### src/rtl/tdx_pkg.sv
package tdx_pkg;

  typedef enum logic [2:0] {
    S_IDLE,
    S_DESC,
    S_RD,
    S_RWAIT,
    S_WR,
    S_UPD,
    S_FIN
  } seq_state_e;

  typedef struct packed {
    logic term_en;
    logic buf_fix;
    logic io_fix;
    logic word;
    logic dir;
  } ctrl_t;

  localparam logic [1:0] CODE_MORE = 2'b00;
  localparam logic [1:0] CODE_DONE = 2'b01;
  localparam logic [1:0] CODE_TERM = 2'b11;

endpackage

### src/rtl/tdx_ptr_step.sv
module tdx_ptr_step #(
  parameter int AW = 16
) (
  input  logic [AW-1:0] ptr,
  input  logic          fix,
  input  logic          word,
  output logic [AW-1:0] nxt
);
  localparam logic [AW-1:0] STEP_B = AW'(1);
  localparam logic [AW-1:0] STEP_W = AW'(2);

  always_comb begin
    if (fix) nxt = ptr;
    else     nxt = ptr + (word ? STEP_W : STEP_B);
  end
endmodule

### src/rtl/tdx_desc_regs.sv
module tdx_desc_regs
  import tdx_pkg::*;
#(
  parameter int AW = 16,
  parameter int CW = 16
) (
  input  logic          clk,
  input  logic          rst_n,
  input  logic          load,
  input  logic          load_en,
  input  ctrl_t         load_ctrl,
  input  logic [AW-1:0] load_ioa,
  input  logic [AW-1:0] load_bap,
  input  logic [CW-1:0] load_dct,
  input  logic          upd,
  input  logic [AW-1:0] ioa_nxt,
  input  logic [AW-1:0] bap_nxt,
  input  logic          set_code,
  input  logic [1:0]    code_val,
  input  logic          clr_en,
  output logic          en,
  output ctrl_t         ctrl,
  output logic [AW-1:0] ioa,
  output logic [AW-1:0] bap,
  output logic [CW-1:0] dct,
  output logic [1:0]    code
);
  localparam logic [CW-1:0] ONE = CW'(1);

  always_ff @(posedge clk or negedge rst_n) begin
    if (!rst_n) begin
      en   <= 1'b0;
      ctrl <= '0;
      ioa  <= '0;
      bap  <= '0;
      dct  <= '0;
      code <= CODE_MORE;
    end else if (load) begin
      en   <= load_en;
      ctrl <= load_ctrl;
      ioa  <= load_ioa;
      bap  <= load_bap;
      dct  <= load_dct;
      code <= CODE_MORE;
    end else begin
      if (upd) begin
        ioa <= ioa_nxt;
        bap <= bap_nxt;
        dct <= dct - ONE;
      end
      if (set_code) code <= code_val;
      if (clr_en)   en   <= 1'b0;
    end
  end
endmodule

### src/rtl/tdx_seq.sv
module tdx_seq
  import tdx_pkg::*;
#(
  parameter int AW = 16
) (
  input  logic          clk,
  input  logic          rst_n,
  input  logic          irq_pulse,
  input  logic          term_req,
  input  logic          en,
  input  ctrl_t         ctrl,
  input  logic [AW-1:0] ioa,
  input  logic [AW-1:0] bap,
  input  logic          dct_zero,
  output logic          busy,
  output logic          upd,
  output logic          set_code,
  output logic [1:0]    code_val,
  output logic          clr_en,
  output logic          cpu_irq,
  output logic          irq_ack,
  output logic          bus_valid,
  input  logic          bus_ready,
  output logic          bus_we,
  output logic [AW-1:0] bus_addr,
  output logic [7:0]    bus_wdata,
  input  logic          bus_rvalid,
  input  logic [7:0]    bus_rdata
);
  seq_state_e    state;
  logic          idx;
  logic [7:0]    dbuf;
  logic          pend;
  logic          go;
  logic [AW-1:0] src_base;
  logic [AW-1:0] dst_base;
  logic          do_term;

  assign go       = irq_pulse || pend;
  assign busy     = (state != S_IDLE);
  assign src_base = ctrl.dir ? bap : ioa;
  assign dst_base = ctrl.dir ? ioa : bap;
  assign do_term  = ctrl.term_en && term_req;

  always_comb begin
    bus_valid = 1'b0;
    bus_we    = 1'b0;
    bus_addr  = src_base + AW'(idx);
    bus_wdata = dbuf;
    upd       = 1'b0;
    set_code  = 1'b0;
    code_val  = CODE_MORE;
    clr_en    = 1'b0;
    unique case (state)
      S_DESC: begin
        if (do_term) begin
          set_code = 1'b1;
          code_val = CODE_TERM;
          clr_en   = 1'b1;
        end
      end
      S_RD: bus_valid = 1'b1;
      S_WR: begin
        bus_valid = 1'b1;
        bus_we    = 1'b1;
        bus_addr  = dst_base + AW'(idx);
      end
      S_UPD: upd = 1'b1;
      S_FIN: begin
        set_code = 1'b1;
        if (dct_zero) begin
          code_val = CODE_DONE;
          clr_en   = 1'b1;
        end
      end
      default: ;
    endcase
  end

  always_ff @(posedge clk or negedge rst_n) begin
    if (!rst_n) begin
      state   <= S_IDLE;
      idx     <= 1'b0;
      dbuf    <= '0;
      pend    <= 1'b0;
      cpu_irq <= 1'b0;
      irq_ack <= 1'b0;
    end else begin
      cpu_irq <= 1'b0;
      irq_ack <= 1'b0;
      if (state != S_IDLE && irq_pulse) pend <= 1'b1;
      unique case (state)
        S_IDLE: begin
          if (go) begin
            pend <= 1'b0;
            if (en) state   <= S_DESC;
            else    cpu_irq <= 1'b1;
          end
        end
        S_DESC: begin
          idx <= 1'b0;
          if (do_term) begin
            cpu_irq <= 1'b1;
            state   <= S_IDLE;
          end else begin
            state <= S_RD;
          end
        end
        S_RD: if (bus_ready) state <= S_RWAIT;
        S_RWAIT: begin
          if (bus_rvalid) begin
            dbuf  <= bus_rdata;
            state <= S_WR;
          end
        end
        S_WR: begin
          if (bus_ready) begin
            if (ctrl.word && !idx) begin
              idx   <= 1'b1;
              state <= S_RD;
            end else begin
              state <= S_UPD;
            end
          end
        end
        S_UPD: state <= S_FIN;
        S_FIN: begin
          if (dct_zero) cpu_irq <= 1'b1;
          else          irq_ack <= 1'b1;
          state <= S_IDLE;
        end
        default: state <= S_IDLE;
      endcase
    end
  end
endmodule

### src/rtl/tdx_engine.sv
module tdx_engine
  import tdx_pkg::*;
#(
  parameter int AW = 16,
  parameter int CW = 16
) (
  input  logic          clk,
  input  logic          rst_n,
  input  logic          irq_pulse,
  input  logic          term_req,
  output logic          irq_ack,
  output logic          cpu_irq,
  output logic          busy,
  input  logic          cfg_load,
  input  logic          cfg_enable,
  input  logic [4:0]    cfg_ctrl,
  input  logic [AW-1:0] cfg_ioa,
  input  logic [AW-1:0] cfg_bap,
  input  logic [CW-1:0] cfg_dct,
  output logic          st_enable,
  output logic [1:0]    st_code,
  output logic [AW-1:0] st_ioa,
  output logic [AW-1:0] st_bap,
  output logic [CW-1:0] st_dct,
  output logic          bus_valid,
  input  logic          bus_ready,
  output logic          bus_we,
  output logic [AW-1:0] bus_addr,
  output logic [7:0]    bus_wdata,
  input  logic          bus_rvalid,
  input  logic [7:0]    bus_rdata
);
  localparam int NPTR = 2;

  ctrl_t         ctrl;
  logic          upd, set_code, clr_en;
  logic [1:0]    code_val;
  logic [AW-1:0] ptr_cur [NPTR];
  logic [AW-1:0] ptr_nxt [NPTR];
  logic          ptr_fix [NPTR];

  assign ptr_cur[0] = st_ioa;
  assign ptr_cur[1] = st_bap;
  assign ptr_fix[0] = ctrl.io_fix;
  assign ptr_fix[1] = ctrl.buf_fix;

  for (genvar g = 0; g < NPTR; g++) begin : g_step
    tdx_ptr_step #(.AW(AW)) u_step (
      .ptr  (ptr_cur[g]),
      .fix  (ptr_fix[g]),
      .word (ctrl.word),
      .nxt  (ptr_nxt[g])
    );
  end

  tdx_desc_regs #(.AW(AW), .CW(CW)) u_regs (
    .clk       (clk),
    .rst_n     (rst_n),
    .load      (cfg_load && !busy),
    .load_en   (cfg_enable),
    .load_ctrl (ctrl_t'(cfg_ctrl)),
    .load_ioa  (cfg_ioa),
    .load_bap  (cfg_bap),
    .load_dct  (cfg_dct),
    .upd       (upd),
    .ioa_nxt   (ptr_nxt[0]),
    .bap_nxt   (ptr_nxt[1]),
    .set_code  (set_code),
    .code_val  (code_val),
    .clr_en    (clr_en),
    .en        (st_enable),
    .ctrl      (ctrl),
    .ioa       (st_ioa),
    .bap       (st_bap),
    .dct       (st_dct),
    .code      (st_code)
  );

  tdx_seq #(.AW(AW)) u_seq (
    .clk        (clk),
    .rst_n      (rst_n),
    .irq_pulse  (irq_pulse),
    .term_req   (term_req),
    .en         (st_enable),
    .ctrl       (ctrl),
    .ioa        (st_ioa),
    .bap        (st_bap),
    .dct_zero   (st_dct == '0),
    .busy       (busy),
    .upd        (upd),
    .set_code   (set_code),
    .code_val   (code_val),
    .clr_en     (clr_en),
    .cpu_irq    (cpu_irq),
    .irq_ack    (irq_ack),
    .bus_valid  (bus_valid),
    .bus_ready  (bus_ready),
    .bus_we     (bus_we),
    .bus_addr   (bus_addr),
    .bus_wdata  (bus_wdata),
    .bus_rvalid (bus_rvalid),
    .bus_rdata  (bus_rdata)
  );
endmodule

### config.mk
export PLATFORM = sky130hd
export DESIGN_NAME = tdx_engine
export DESIGN_NICKNAME = d
export VERILOG_FILES = /design/src/rtl/tdx_pkg.sv /design/src/rtl/tdx_ptr_step.sv /design/src/rtl/tdx_desc_regs.sv /design/src/rtl/tdx_seq.sv /design/src/rtl/tdx_engine.sv
export SDC_FILE = /design/constraint.sdc
export NUM_CORES = 1
export LEC_CHECK = 0
export ABC_AREA = 1
export BUFFER_PORTS_ARGS = -buffer_cell sky130_fd_sc_hd__buf_4
export CAP_MARGIN = 20
export CORE_MARGIN = 2
export CORE_UTILIZATION = 56
export CTS_BUF_LIST = sky130_fd_sc_hd__clkbuf_4
export CTS_CLUSTER_SIZE = 28
export DETAILED_ROUTE_END_ITERATION = 12
export PLACE_DENSITY = 0.86
export SYNTH_ARGS = -nofsm -noshare
export SYNTH_HDL_FRONTEND = slang
export SYNTH_HIERARCHICAL = 1
export SYNTH_SLANG_ARGS = --single-unit
### constraint.sdc
create_clock -name clk -period 3.4 [get_ports clk]
set_input_delay 0.85 -clock clk [delete_from_list [all_inputs] [get_ports clk]]
set_output_delay 0.85 -clock clk [all_outputs]
set_load 0.02 [all_outputs]
; ---- Word level (Yosys, flattened, before mapping)
; Index checks and enable logic that the tools add are counted.
[totals]
regBits = 71
inputBits = 69
out_inout_bits = 80
elab_cells = 100
[classes]
add_sub_neg = 5
eq_ne = 14
n_mux = 45
reduce_logical = 20
[ops]
columns = operator, count
row1 = $mux W16, 11
row2 = $add A16 B1 Y16, 2
row3 = $add A16 B16 Y16, 2
row4 = $mux W3, 6
row5 = $pmux W3 S6, 1
row6 = $mux W1, 17
row7 = $logic_not A16 Y1, 1
row8 = $sub A16 B1 Y16 const B, 1
row9 = $mux W2, 5
row10 = $eq A3 B3 Y1 const B, 3
row11 = $ne A2 B1 Y1 const B, 4
row12 = $ne A2 B2 Y1 const B, 4
row13 = $reduce_bool A2 Y1, 4
row14 = $eq A3 B2 Y1 const B, 2
row15 = $pmux W1 S2, 3
row16 = $reduce_and A2 Y1, 3
row17 = $reduce_and A5 Y1, 1
row18 = $logic_and A1 B1 Y1, 4
row19 = $pmux W2 S2, 1
row20 = $eq A3 B1 Y1 const B, 1
row21 = $logic_not A3 Y1, 1
row22 = $pmux W1 S3, 1
row23 = $reduce_and A3 Y1, 1
row24 = $reduce_bool A3 Y1, 1
row25 = other kinds (3), 4

; ---- Longest topological paths before layout
[depth]
ltp_word = 5
ltp_mapped = 14
mapped_depth_nobuf = 13

; ---- Cells and area by module
; The synthesis kept the hierarchy.
[by_module_without_submodules]
columns = module, instances, cells_each, area_per_inst_um2, seq_area_each_um2
row1 = tdx_desc_regs, 1, 358, 2780.2, 1401.3
row2 = tdx_seq, 1, 357, 2088.3, 375.4
row3 = tdx_ptr_step at g_step[1].u_step, 1, 98, 513.0, 0.0
row4 = tdx_ptr_step at g_step[0].u_step, 1, 96, 488.0, 0.0
row5 = tdx_engine, 1, 29, 111.4, 0.0

; ---- Worst setup path after synthesis
; Ideal clock, no wire load.
[synth_path]
path_kind = register -> output
start = reg u_seq.state[1]
end = out bus_addr[8]
t_arrival_ns = 2.425
t_required_ns = 2.550
setup_slack_ns = 0.125
stages_incl_launch_ff = 14
path_buffers = 2
cell_sequence = dfrtp_1 -> buf_2 -> nor2_4 -> nand2_4 -> buf_2 -> xor2_1 -> mux2i_1 -> inv_1 -> ha_1 -> ha_1 -> nand3_4 -> inv_2 -> nand2_1 -> xor2_1
[synth_via]
elab_chain_cells = 2
[synth_rtl]
columns = element, line_no
row1 = start: declaration, tdx_seq.sv:30  ; seq_state_e state;
row2 = start signal: assignment, tdx_seq.sv:82  ; state <= S_IDLE;
row3 = start signal: assignment, tdx_seq.sv:96  ; if (en) state <= S_DESC;
row4 = start signal: assignment, tdx_seq.sv:104  ; state <= S_IDLE;
row5 = $eq A3 B3 Y1, tdx_seq.sv:54  ; unique case (state)
row6 = $mux W16, tdx_seq.sv:54
row7 = end: declaration, tdx_engine.sv:28  ; output logic [AW-1:0] bus_addr,
; Every way passes these cells.

; ---- Worst setup path in the final report
[layout_path]
start = reg u_seq.state[1]
end = out bus_addr[4]
; The elaborated chain is that of the path after synthesis.

==> summary.md <==
| Metric | Value |
|---|---|
| TritonRoute pass-1 iters | `5` |
| Area fraction of the dominant cell type after synthesis | `0.297` |
| CTS Sinks | `71` |
| Setup_tns | `0 ns` |
| Worst path required time | `2.55 ns` |
| Post-route ant nets | `0` |
| Total gr overflow | `0` |
| EDFF count, synth | `0` |
| Met2 Routed Length | `7760 um` |
| Top-count cell post-synth | `nand2_1` |
| GR Util All Layers | `0.288` |
| DPL Wire Length | `12200 um` |
| Yosys top cell by area | `dfrtp_1` |
| Vias/cell | `5.18` |
| Final worst path period need | `3.30 ns` |
| Routed vias | `6340` |
| Hold_ws | `0.508 ns` |
| CTS Root Cell | `clkbuf_4` |
| Number of DRC markers in iteration 0 | `407` |
| Crit path launch | `u_seq/state[1]$_DFFE_PN0P_` |
| Synth cell types | `41` |
| Max-Cap Viols | `0` |
| Met1 Routed Length | `6980 um` |
| # setup viols final | `0` |
| Ys flop type | `dfrtp_1` |
| Final Max Tran Viols | `0` |
| Per-cell routed wire length | `13.5 um` |
| Clk slew on worst S/H paths | `~0.13 ns` |
| Slew margin rel. | `0.391` |
| Startpoint class of the critical path | `flip-flop` |
| Synth-to-Final Area Change | `23.6%` |
| DRC Markers | `0` |
| HP Class | `reg2reg` |
| Kind of critical path | `reg2out` |
| RR Startpoint | `u_seq/state[2]$_DFFE_PN0P_` |
| Vias in the first global route | `5634` |
| Worst-Skew Late Latency | `0.42 ns` |
| Status | `finished clean` |
| GP Congestion | `0.917` |
| Share of cells above drive strength 1 | `0.244` |
| Final Skew | `0.0244 ns` |
| Core Area | `roughly 0.010 mm^2` |
| Pwr/cell area | `999 mW/mm^2` |
| First-pass GRT wire length | `26600 um` |
| Clk buf depth | `2` |
| Synthesized cell area | `0.00598 mm^2` |
| Crit path DAT | `roughly 2.5 ns` |
| DIE WIDTH | `approximately 110 um` |
| Initial core utilization | `0.577` |
| Max H-tree Level | `3` |
| Fmax | `between 300 and 400 MHz` |
| Yosys warns | `6` |
| Initial antenna violation count | `0` |
| Layout Nets | `between 1000 and 1500` |
| Number of antenna diodes | `0` |
| Total CTS buffers | `9` |
| Overall Power | `0.00738 W` |
| Leakage | `approximately 4.0 nW` |
| Metal3 WL | `1290 um` |
| Port Buffer Count | `148` |
| Ys async rst share | `1.00` |
| Largest cells by area after synthesis | `dfrtp_1 (30%), nand2_1 (24%), inv_1 (7.0%), nand3_1 (6.9%), nor2_1 (4.3%)` |
| Max layer used | `met4` |
| Inst Count DP | `1199` |
| Hold Violations, Final | `0` |
| Drt total wl | `roughly 16000 um` |
| Post-synthesis net count | `1016` |
| VDD IR max | `505 uV` |
| Setup crit end kind | `output pin` |
| Largest net degree at the start of global routing | `72` |
| Hold Path Stages | `2` |
| Min-delay src | `u_regs/ctrl[4]$_DFFE_PN0P_` |
| R2r worst-path depth | `9` |
| Syn Area/Cell | `6.38 um^2` |
| Die ar. | `0.0115 mm^2` |
| Standard-cell rows | `37` |
| IO Pins | `149` |
| Tcrit/Tclk final | `0.972` |
| Syn Inst Count | `938` |
| CTS tree | `yes` |
| Seq/Total Area, Yosys | `0.297` |
| Post-synth top cells | `nand2_1 (385), inv_1 (112), nand3_1 (82)` |
| Final Non-Filler Cells | `1223` |
| Largest fanout on the critical path | `4` |
| Die Height | `107 um` |
| Slew @ Worst Pin | `0.913 ns` |
| Seq cells post-synth | `71` |
-- final cells by class --
class,instances,area (um^2)
Clock buffer,9,67.6
Tap cell,136,170
Fill cell,903,2980
Sequential cell,71,1780
Clock inverter,7,76.3
Multi-Input combinational cell,717,3610
Inverter,119,449
Timing Repair Buffer,164,1230
-- cell usage in the layout (no fill, tap or decap), types with 2 or more instances in the layout --
master / Yosys / layout
nand3_2: 2 / 2
nand3_1: 82 / 82
or2_2: 3 / 3
nand3b_1: 4 / 4
o211ai_1: 4 / 4
o21ai_0: 23 / 23
nand3_4: 3 / 3
ha_1: 7 / 5
inv_6: 0 / 3
mux2_2: 8 / 8
a21oi_1: 5 / 5
xnor2_1: 6 / 6
buf_4: 7 / 163
ha_4: 0 / 2
nor2_4: 10 / 11
nor3_1: 6 / 6
xor2_1: 19 / 18
a22oi_1: 10 / 10
dfrtp_1: 71 / 70
nand2_2: 22 / 23
nand4_1: 15 / 15
o22ai_1: 2 / 2
nor2_2: 14 / 14
inv_2: 7 / 6
clkbuf_4: 0 / 9
nand2_1: 385 / 384
fa_1: 2 / 2
clkinvlp_4: 0 / 2
nor2_1: 68 / 67
inv_1: 112 / 112
nand2_4: 7 / 7
-- state kept, by name, summed over array words and instances, names as in the netlist --
register / flops
u_regs/bap: 16
u_regs/dct: 16
u_regs/ioa: 16
u_seq/bus_wdata: 8
u_regs/ctrl: 5
u_seq/state: 3
u_regs/code: 2
u_regs/en: 1
u_seq/cpu_irq: 1
u_seq/idx: 1
u_seq/irq_ack: 1
u_seq/pend: 1
-- what timing repair did --
action	4_1_cts	5_1_grt
hold buffers	0	0
buffers inserted	2	6
pin swaps	0	4
endpoints found under the setup margin	6	12
resized for setup	4	6
-- final timing paths --
path | to | slack (ns)
worst max-delay path | bus_addr[4] | 0.1
worst min-delay path | u_regs/ctrl[4]$_DFFE_PN0P_ | 0.51
worst max register to register | u_regs/ioa[10]$_DFFE_PN0P_ | 1.17
worst min register to register | u_regs/ctrl[4]$_DFFE_PN0P_ | 0.51
max in group asynchronous | u_seq/state[1]$_DFFE_PN0P_ | 2.19
min in group asynchronous | u_regs/dct[15]$_DFFE_PN0P_ | 0.54
-- layer usage --
metal / vias up / global-route usage
met5: - / 0
met3: 32 / 0.0545
met2: 266 / 0.470
met4: 0 / 0.0916
met1: 2833 / 0.386
li1: 3209 / -
-- worst max-delay path, stage by stage (launching register included) --
cell     delay (ns)
dfrtp_2        0.44
nor2_4         0.17
nand2_4        0.10
xor2_4         0.18
mux2i_1        0.20
inv_1          0.09
ha_4           0.19
ha_4           0.17
nand3_4        0.11
buf_6          0.11
xor2_1         0.14
buf_4          0.16
-- power by group --
| part | total [W] | leakage, nW | internal [W] | switching (W) |
|---|---|---|---|---|
| sequential | 0.00195 | 0.885 | 0.00123 | 0.000724 |
| combinational | 0.00486 | 3.09 | 0.00187 | 0.00299 |
| clock | 0.000566 | 0.0733 | 0.000230 | 0.000335 |
-- stage by stage --
stage                util  setup WS [ns]  instance area (um^2)
detailed placement  0.688          0.255                  7130
CTS                 0.704         0.0243                  7300
finish              0.713         0.0964                  7390
floorplan               -          0.125                  5980
global placement    0.688          0.314                  7130
global route        0.713        -0.0602                  7390
-- cell families after synthesis --
| family | count (synthesis) | synth area share |
|---|---|---|
| and+or+nand+nor | 624 | 0.469 |
| buffers and inverters | 150 | 0.108 |
| DFF | 71 | 0.297 |
| AOI/OAI and AO/OA | 50 | 0.0513 |
| xor gates and xnor gates | 25 | 0.0366 |
| muxes | 9 | 0.0167 |
| adders and majority gates | 9 | 0.0213 |
No activity file was read; power rests on OpenSTA's default activity.
